`src/rtl/sleep_pkg.sv`:
```
package sleep_pkg;

    localparam int N_LVL = 4;           // sleep levels below ACTIVE
    localparam int N_TMO = N_LVL - 1;   // levels that can deepen

    typedef enum logic [2:0] {
        PS_ACTIVE  = 3'd0,
        PS_IDLE    = 3'd1,
        PS_STOP    = 3'd2,
        PS_STANDBY = 3'd3,
        PS_OFF     = 3'd4
    } pstate_e;

    typedef struct packed {
        logic core_stop;
        logic clk_stop;
        logic pgate;
    } ctl_s;

    typedef struct packed {
        logic irq;
        logic tmr;
        logic ext;
    } wake_mask_s;

    function automatic ctl_s ctl_of(pstate_e s);
        ctl_s c;
        c.core_stop = (s != PS_ACTIVE);
        c.clk_stop  = (s == PS_STOP) || (s == PS_STANDBY) || (s == PS_OFF);
        c.pgate     = (s == PS_STANDBY) || (s == PS_OFF);
        return c;
    endfunction

    function automatic logic is_gated(pstate_e s);
        return (s == PS_STANDBY) || (s == PS_OFF);
    endfunction

    function automatic pstate_e deeper(pstate_e s);
        case (s)
            PS_IDLE:    return PS_STOP;
            PS_STOP:    return PS_STANDBY;
            default:    return PS_OFF;
        endcase
    endfunction

    function automatic logic [1:0] lvl_of(pstate_e s);
        case (s)
            PS_STOP:    return 2'd1;
            PS_STANDBY: return 2'd2;
            PS_OFF:     return 2'd3;
            default:    return 2'd0;
        endcase
    endfunction

    function automatic wake_mask_s wake_allow(pstate_e s);
        wake_mask_s m;
        case (s)
            PS_IDLE, PS_STOP, PS_STANDBY: m = '{irq: 1'b1, tmr: 1'b1, ext: 1'b1};
            PS_OFF:                       m = '{irq: 1'b0, tmr: 1'b0, ext: 1'b1};
            default:                      m = '{irq: 1'b0, tmr: 1'b0, ext: 1'b0};
        endcase
        return m;
    endfunction

endpackage

```
`src/rtl/sleep_depth_pick.sv`:
```
module sleep_depth_pick
    import sleep_pkg::*;
#(
    parameter int CNT_W = 16
) (
    input  logic [CNT_W-1:0]       hint_i,
    input  logic [N_LVL*CNT_W-1:0] lat_flat_i,
    output logic                   fit_any_o,
    output pstate_e                fit_state_o
);

    logic [N_LVL-1:0] fits;

    generate
        for (genvar k = 0; k < N_LVL; k++) begin : g_cmp
            assign fits[k] = (lat_flat_i[k*CNT_W +: CNT_W] <= hint_i);
        end
    endgenerate

    // ascending scan: the deepest fitting level wins
    always_comb begin
        fit_state_o = PS_ACTIVE;
        for (int k = 0; k < N_LVL; k++) begin
            if (fits[k]) fit_state_o = pstate_e'(3'(k + 1));
        end
    end

    assign fit_any_o = |fits;

endmodule

```
`src/rtl/sleep_wake_filter.sv`:
```
module sleep_wake_filter
    import sleep_pkg::*;
#(
    parameter int N_IRQ = 4
) (
    input  pstate_e          state_i,
    input  logic [N_IRQ-1:0] irq_i,
    input  logic [N_IRQ-1:0] irq_en_i,
    input  logic             tmr_i,
    input  logic             ext_i,
    output logic             accept_o
);

    wake_mask_s allow;
    logic       irq_hit;

    assign allow    = wake_allow(state_i);
    assign irq_hit  = |(irq_i & irq_en_i);
    assign accept_o = (allow.irq & irq_hit) | (allow.tmr & tmr_i) | (allow.ext & ext_i);

endmodule

```
`src/rtl/sleep_dwell_timer.sv`:
```
module sleep_dwell_timer #(
    parameter int CNT_W = 16
) (
    input  logic             clk,
    input  logic             rst,
    input  logic             clr_i,
    input  logic             run_i,
    input  logic [CNT_W-1:0] limit_i,
    output logic             expired_o
);

    logic [CNT_W-1:0] cnt_q;

    always_ff @(posedge clk) begin
        if (rst || clr_i) begin
            cnt_q <= '0;
        end else if (run_i && (cnt_q != '1)) begin
            cnt_q <= cnt_q + 1'b1;
        end
    end

    // a limit of zero behaves as one cycle
    assign expired_o = ({1'b0, cnt_q} + 1'b1) >= {1'b0, limit_i};

endmodule

```
`src/rtl/sleep_wake_timer.sv`:
```
module sleep_wake_timer #(
    parameter int CNT_W = 16
) (
    input  logic             clk,
    input  logic             rst,
    input  logic             load_i,
    input  logic [CNT_W-1:0] load_val_i,
    output logic             busy_o
);

    logic [CNT_W-1:0] cnt_q;

    always_ff @(posedge clk) begin
        if (rst) begin
            cnt_q <= '0;
        end else if (load_i) begin
            cnt_q <= load_val_i;
        end else if (cnt_q != '0) begin
            cnt_q <= cnt_q - 1'b1;
        end
    end

    assign busy_o = (cnt_q != '0);

endmodule

```
`src/rtl/sleep_ctl.sv`:
```
module sleep_ctl
    import sleep_pkg::*;
#(
    parameter int CNT_W = 16,
    parameter int N_IRQ = 4
) (
    input  logic                   clk,
    input  logic                   rst,
    input  logic                   cpu_idle_i,
    input  logic                   pred_mode_i,
    input  logic                   hint_valid_i,
    input  logic [CNT_W-1:0]       hint_cycles_i,
    input  logic [N_TMO*CNT_W-1:0] tmo_cfg_i,
    input  logic [N_LVL*CNT_W-1:0] lat_cfg_i,
    input  logic [N_IRQ-1:0]       irq_i,
    input  logic [N_IRQ-1:0]       irq_en_i,
    input  logic                   tmr_wake_i,
    input  logic                   ext_wake_i,
    input  logic                   pg_ack_i,
    output logic [2:0]             state_o,
    output logic                   core_clk_stop_o,
    output logic                   main_clk_stop_o,
    output logic                   pwr_gate_req_o,
    output logic                   wake_busy_o
);

    logic [CNT_W-1:0] tmo_arr [N_TMO];
    logic [CNT_W-1:0] lat_arr [N_LVL];

    generate
        for (genvar i = 0; i < N_TMO; i++) begin : g_tmo
            assign tmo_arr[i] = tmo_cfg_i[i*CNT_W +: CNT_W];
        end
        for (genvar i = 0; i < N_LVL; i++) begin : g_lat
            assign lat_arr[i] = lat_cfg_i[i*CNT_W +: CNT_W];
        end
    endgenerate

    pstate_e state_q, state_d;
    pstate_e tgt_q,   tgt_d;
    pstate_e ceil_q,  ceil_d;
    logic    pend_q,  pend_d;

    logic             fit_any;
    pstate_e          fit_state;
    logic             wake_acc;
    logic             dwell_exp;
    logic             dwell_clr;
    logic [CNT_W-1:0] dwell_lim;
    logic             wk_load;
    logic [CNT_W-1:0] wk_lat;
    logic             wk_busy;
    logic             pred_sel;
    pstate_e          entry_tgt;
    logic             entry_ok;
    ctl_s             ctl;

    sleep_depth_pick #(.CNT_W(CNT_W)) u_pick (
        .hint_i      (hint_cycles_i),
        .lat_flat_i  (lat_cfg_i),
        .fit_any_o   (fit_any),
        .fit_state_o (fit_state)
    );

    sleep_wake_filter #(.N_IRQ(N_IRQ)) u_wake (
        .state_i  (state_q),
        .irq_i    (irq_i),
        .irq_en_i (irq_en_i),
        .tmr_i    (tmr_wake_i),
        .ext_i    (ext_wake_i),
        .accept_o (wake_acc)
    );

    always_comb begin
        case (state_q)
            PS_IDLE:    dwell_lim = tmo_arr[0];
            PS_STOP:    dwell_lim = tmo_arr[1];
            PS_STANDBY: dwell_lim = tmo_arr[2];
            default:    dwell_lim = '1;
        endcase
    end

    sleep_dwell_timer #(.CNT_W(CNT_W)) u_dwell (
        .clk       (clk),
        .rst       (rst),
        .clr_i     (dwell_clr),
        .run_i     ((state_q != PS_ACTIVE) && !pend_q),
        .limit_i   (dwell_lim),
        .expired_o (dwell_exp)
    );

    sleep_wake_timer #(.CNT_W(CNT_W)) u_wkt (
        .clk        (clk),
        .rst        (rst),
        .load_i     (wk_load),
        .load_val_i (wk_lat),
        .busy_o     (wk_busy)
    );

    // entry choice out of ACTIVE
    assign pred_sel  = pred_mode_i && hint_valid_i;
    assign entry_ok  = pred_sel ? fit_any : 1'b1;
    assign entry_tgt = pred_sel ? fit_state : PS_IDLE;

    always_comb begin
        state_d   = state_q;
        tgt_d     = tgt_q;
        ceil_d    = ceil_q;
        pend_d    = pend_q;
        dwell_clr = 1'b0;
        wk_load   = 1'b0;
        wk_lat    = '0;
        if (state_q == PS_ACTIVE) begin
            if (pend_q) begin
                if (!cpu_idle_i) begin
                    pend_d = 1'b0;
                end else if (pg_ack_i) begin
                    state_d   = tgt_q;
                    pend_d    = 1'b0;
                    dwell_clr = 1'b1;
                end
            end else if (cpu_idle_i && !wk_busy && entry_ok) begin
                ceil_d = pred_sel ? fit_state : PS_OFF;
                if (is_gated(entry_tgt)) begin
                    pend_d = 1'b1;
                    tgt_d  = entry_tgt;
                end else begin
                    state_d   = entry_tgt;
                    dwell_clr = 1'b1;
                end
            end
        end else begin
            if (wake_acc || !cpu_idle_i) begin
                state_d   = PS_ACTIVE;
                pend_d    = 1'b0;
                dwell_clr = 1'b1;
                wk_load   = 1'b1;
                wk_lat    = lat_arr[lvl_of(state_q)];
            end else if (pend_q) begin
                if (pg_ack_i) begin
                    state_d   = tgt_q;
                    pend_d    = 1'b0;
                    dwell_clr = 1'b1;
                end
            end else if (dwell_exp && (state_q != ceil_q)) begin
                if (is_gated(deeper(state_q))) begin
                    pend_d = 1'b1;
                    tgt_d  = deeper(state_q);
                end else begin
                    state_d   = deeper(state_q);
                    dwell_clr = 1'b1;
                end
            end
        end
    end

    always_ff @(posedge clk) begin
        if (rst) begin
            state_q <= PS_ACTIVE;
            tgt_q   <= PS_ACTIVE;
            ceil_q  <= PS_OFF;
            pend_q  <= 1'b0;
        end else begin
            state_q <= state_d;
            tgt_q   <= tgt_d;
            ceil_q  <= ceil_d;
            pend_q  <= pend_d;
        end
    end

    assign ctl             = ctl_of(state_q);
    assign state_o         = state_q;
    assign core_clk_stop_o = ctl.core_stop;
    assign main_clk_stop_o = ctl.clk_stop;
    assign pwr_gate_req_o  = ctl.pgate | pend_q;
    assign wake_busy_o     = wk_busy;

endmodule

```
`config.mk`:
```
export PLATFORM = sky130hd
export DESIGN_NAME = sleep_ctl
export DESIGN_NICKNAME = d
export VERILOG_FILES = /design/src/rtl/sleep_pkg.sv /design/src/rtl/sleep_depth_pick.sv /design/src/rtl/sleep_wake_filter.sv /design/src/rtl/sleep_dwell_timer.sv /design/src/rtl/sleep_wake_timer.sv /design/src/rtl/sleep_ctl.sv
export SDC_FILE = /design/constraint.sdc
export NUM_CORES = 1
export LEC_CHECK = 0
export CORE_MARGIN = 2
export CORE_UTILIZATION = 45
export DETAILED_ROUTE_END_ITERATION = 6
export DONT_BUFFER_PORTS = 1
export GPL_TIMING_DRIVEN = 0
export MAX_ROUTING_LAYER = met4
export SLEW_MARGIN = 0
export SYNTH_ARGS = -nofsm -noshare
export SYNTH_HDL_FRONTEND = slang
export SYNTH_HIERARCHICAL = 1
export SYNTH_SLANG_ARGS = --single-unit
```
`constraint.sdc`:
```
create_clock -name clk -period 3.75 [get_ports clk]
set_input_delay 0.375 -clock clk [delete_from_list [all_inputs] [get_ports clk]]
set_output_delay 0.375 -clock clk [all_outputs]
set_load 0.01 [all_outputs]
```
==> flow_summary_export.csv <==
group,metric,value,unit
outcome,outcome,"finished clean",
critical_path,critPathRequiredTime,4.00,ns
global_routing,grt.overflow.total,0,
global_routing,grt_max_degree,16,
timing,max_freq,0.2713,GHz
worst_hold_path,hold_class,"in2reg",
final_layout,design_area,6397,µm²
placement,place_hpwl,13.53,mm
yosys,synth_commonest_cells,"ha_1 (82), nor2_1 (68), a21oi_1 (43), inv_1 (43), dfxtp_1 (42)",
yosys,syn-num-nets,927,
critical_path,path_class,"reg2reg",
critical_path,endpoint_kind,"flop",
yosys,yosys.area.top_type,"ha_1",
timing,rsz0062_at_grt,"yes",
timing,period_needed,3.687,ns
final_layout,area_growth,16.79,%
route,drtAntennaViolNets,0,
final_layout,final_nets,963,
floorplanning,coreArea,11960,µm²
placement,dp_slack,-1.387,ns
route,wl_per_cell,19.04,µm
route,drt_iter0_markers,284,
yosys,synth_seq_cells,42,
route,vias,5477,
critical_path,critPathMaxFanout,5,
clock_tree,cts.reportedPaths.clkPinSlew,0.07,ns
critical_path,worstSetupStartpointType,"flop",
yosys,yosys.area.top_type_share,0.1873,
final_layout,layout-drive-gt1-share,0.1978,
route,drtPass1Iterations,5,
yosys,synth_ff_type,"dfxtp_1",
timing,worst_slack,0.06346,ns
route,totalWireLength,16.85,mm
power_and_ir_drop,p_total,2.493,mW
placement,gp_congestion,0.8784,
yosys,netlist_area,5478,µm²
timing,min_period_over_period,0.9831,
global_routing,grt_pass1_vias,5538,
timing,setup_viol,0,
yosys,yosysWarnings,6,
clock_tree,htreeDepth,2,
timing,clock-skew-final,0.007677,ns
timing,maxSlewHeadroom,0.5409,
global_routing,grt_pass1_wl,26.18,mm
yosys,synth_cells,701,
clock_tree,cts_tree,"yes",
clock_tree,cts.sinks,42,
clock_tree,cts-root-buf,"clkbuf_16",
route,detail_route.drc_violations,0,
yosys,yosysUniqueCellTypes,78,
final_layout,fill_cells,1125,
critical_path,cp.arrival,3.93,ns
timing,hold_viol,0,
final_layout,diodes,0,
yosys,syn_avg_cell_area,7.814,µm²
timing,maxSlewViolCount,0,
power_and_ir_drop,p_leak,2.812,nW
floorplanning,pin_count,151,
clock_tree,clk_latency,0.30,ns
floorplanning,design.die.area,13070,µm²
clock_tree,cts_max_path_buffers,2,
power_and_ir_drop,vdd_drop_max,408.1,µV
clock_tree,cts_made_buffers,5,
yosys,synthArstFlopShare,0,
placement,io_buffers,0,
yosys,yosysMostFrequentCell,"ha_1",
placement,place_area,5669,µm²
timing,worst_pin_slew,0.6856,ns
route,vias_per_cell,6.189,
yosys,yosys-top-cells-area,"ha_1 (19%), dfxtp_1 (15%), nor2_1 (4.7%), a21oi_1 (3.9%), mux2_2 (3.3%)",
yosys,ys_seq_area_frac,0.1535,
flow_run,drv_cap,0,
floorplanning,rows,40,
placement,placedCellCount,848,
global_routing,antenna_found_initial,0,
final_layout,finalNonFillerCells,885,
yosys,synth_edf_count,0,
power_and_ir_drop,powerDensity,389.7,nW/µm²
floorplanning,dieHeight,114.3,µm
floorplanning,chipWidth,114.3,µm
global_routing,grt_usage,0.2590,
floorplanning,initial_core_util,0.4579,
[sequential cells by signal, summed over array words and instances, names as in the netlist]
| signal | cells |
|---|---|
| u_dwell/cnt_q | 16 |
| u_wkt/cnt_q | 16 |
| ceil_q | 3 |
| state_o | 3 |
| tgt_q | 3 |
| pend_q | 1 |
[metrics by stage]
stage	setup TNS [ns]	util	hold WS, ns
5_1_grt	-0.2455	0.5348	0.1445
3_3_place_gp	-23.55	0.4740	0.4502
3_5_place_dp	-24.57	0.4740	0.4591
4_1_cts	0	0.5070	0.1371
2_1_floorplan	-0.006941	-	0.4441
6_report	0	0.5348	0.1449
[critical path: stages, from the launching register on]
cell and delay, ns:
dfxtp_4 0.38, ha_4 0.17, nand3_4 0.08, buf_8 0.14, nor3_4 0.18, buf_6 0.13
nand3_4 0.09, xnor2_4 0.22, ha_4 0.24, a21oi_2 0.15, o41ai_2 0.09, a221oi_2 0.35
o311ai_4 0.18, nand3_1 0.13, o311a_1 0.18, o21bai_2 0.08, or2_4 0.26, or4_1 0.50
nand2_1 0.07
[what timing repair did]
| action | in CTS | in global routing |
|---|---|---|
| gates resized for setup | 55 | 39 |
| pin swaps | 8 | 28 |
| hold buffers | 0 | 0 |
| setup endpoints to repair | 23 | 18 |
| setup buffers | 9 | 22 |
[power breakdown]
part           total (mW)  switching [mW]  leakage [nW]  internal (mW)
Combinational        1.46           0.831          2.40          0.627
Clock               0.450           0.201        0.0664          0.249
Sequential          0.585          0.0762         0.349          0.508
[path summary, 6_finish.rpt]
kind                            cells past startpoint                              to                           from  slack [ns]
worst max register to register                     18  u_dwell/cnt_q[10]$_SDFFE_PP0P_  u_dwell/cnt_q[1]$_SDFFE_PP0P_        0.06
worst min register to register                      2           tgt_q[1]$_SDFFE_PP0P_          tgt_q[1]$_SDFFE_PP0P_        0.50
worst max-delay path                               18  u_dwell/cnt_q[10]$_SDFFE_PP0P_  u_dwell/cnt_q[1]$_SDFFE_PP0P_        0.06
worst min-delay path                                1     u_wkt/cnt_q[2]$_SDFFE_PP0P_                            rst        0.14
[cells in the final DEF, fill, tap and decap left out, types with 5 or more instances in the layout]
cell type,instances
buf_2,8
nor2_1,66
and2_1,5
nor4_1,5
clkbuf_16,5
buf_4,27
nand3b_1,7
nand4_1,27
nand2_1,40
buf_6,6
o21ai_0,20
a22oi_1,17
a21oi_1,41
o22ai_1,16
dfxtp_4,7
nand3_1,14
or3_1,11
nor3_1,9
inv_1,42
nand2b_1,19
o21ai_2,10
ha_1,80
a221oi_1,16
xor2_1,18
nor2b_1,13
clkbuf_1,5
a21o_1,10
xnor2_1,12
mux2i_1,7
mux2_2,16
a211oi_1,8
dfxtp_1,31
[routing by layer]
layer  routed length [µm]  vias to the layer above  global-route usage
met5                    0                        -                   -
met4                  274                        0             0.05772
met2                 8738                      207              0.4917
met1                 6612                     2542              0.2695
met3                 1223                       26             0.06247
li1                     -                     2702                   -
[kinds of logic after synthesis]
group                      after synthesis  synth area share
muxes                                   23           0.04568
buffers and inverters                   79           0.06304
AOI/OAI and AO/OA                      186            0.2410
DFF                                     42            0.1535
xor gates and xnor gates                32           0.05117
adders and majority gates               82            0.1873
and+or+nand+nor                        257            0.2583
[cell type report]
type | count | area, µm² | share of cell area
clock buffer | 5 | 125.1 | 0.01956
clock inverter | 3 | 23.77 | 0.003716
timing repair buffer | 30 | 245.2 | 0.03833
sequential | 42 | 872.1 | 0.1363
buffer | 32 | 261.5 | 0.04088
tap | 147 | 183.9 | 0.02875
inverter | 46 | 180.2 | 0.02816
multi-input combinational | 580 | 4506 | 0.7043
Power figures use the tool's default switching activity.
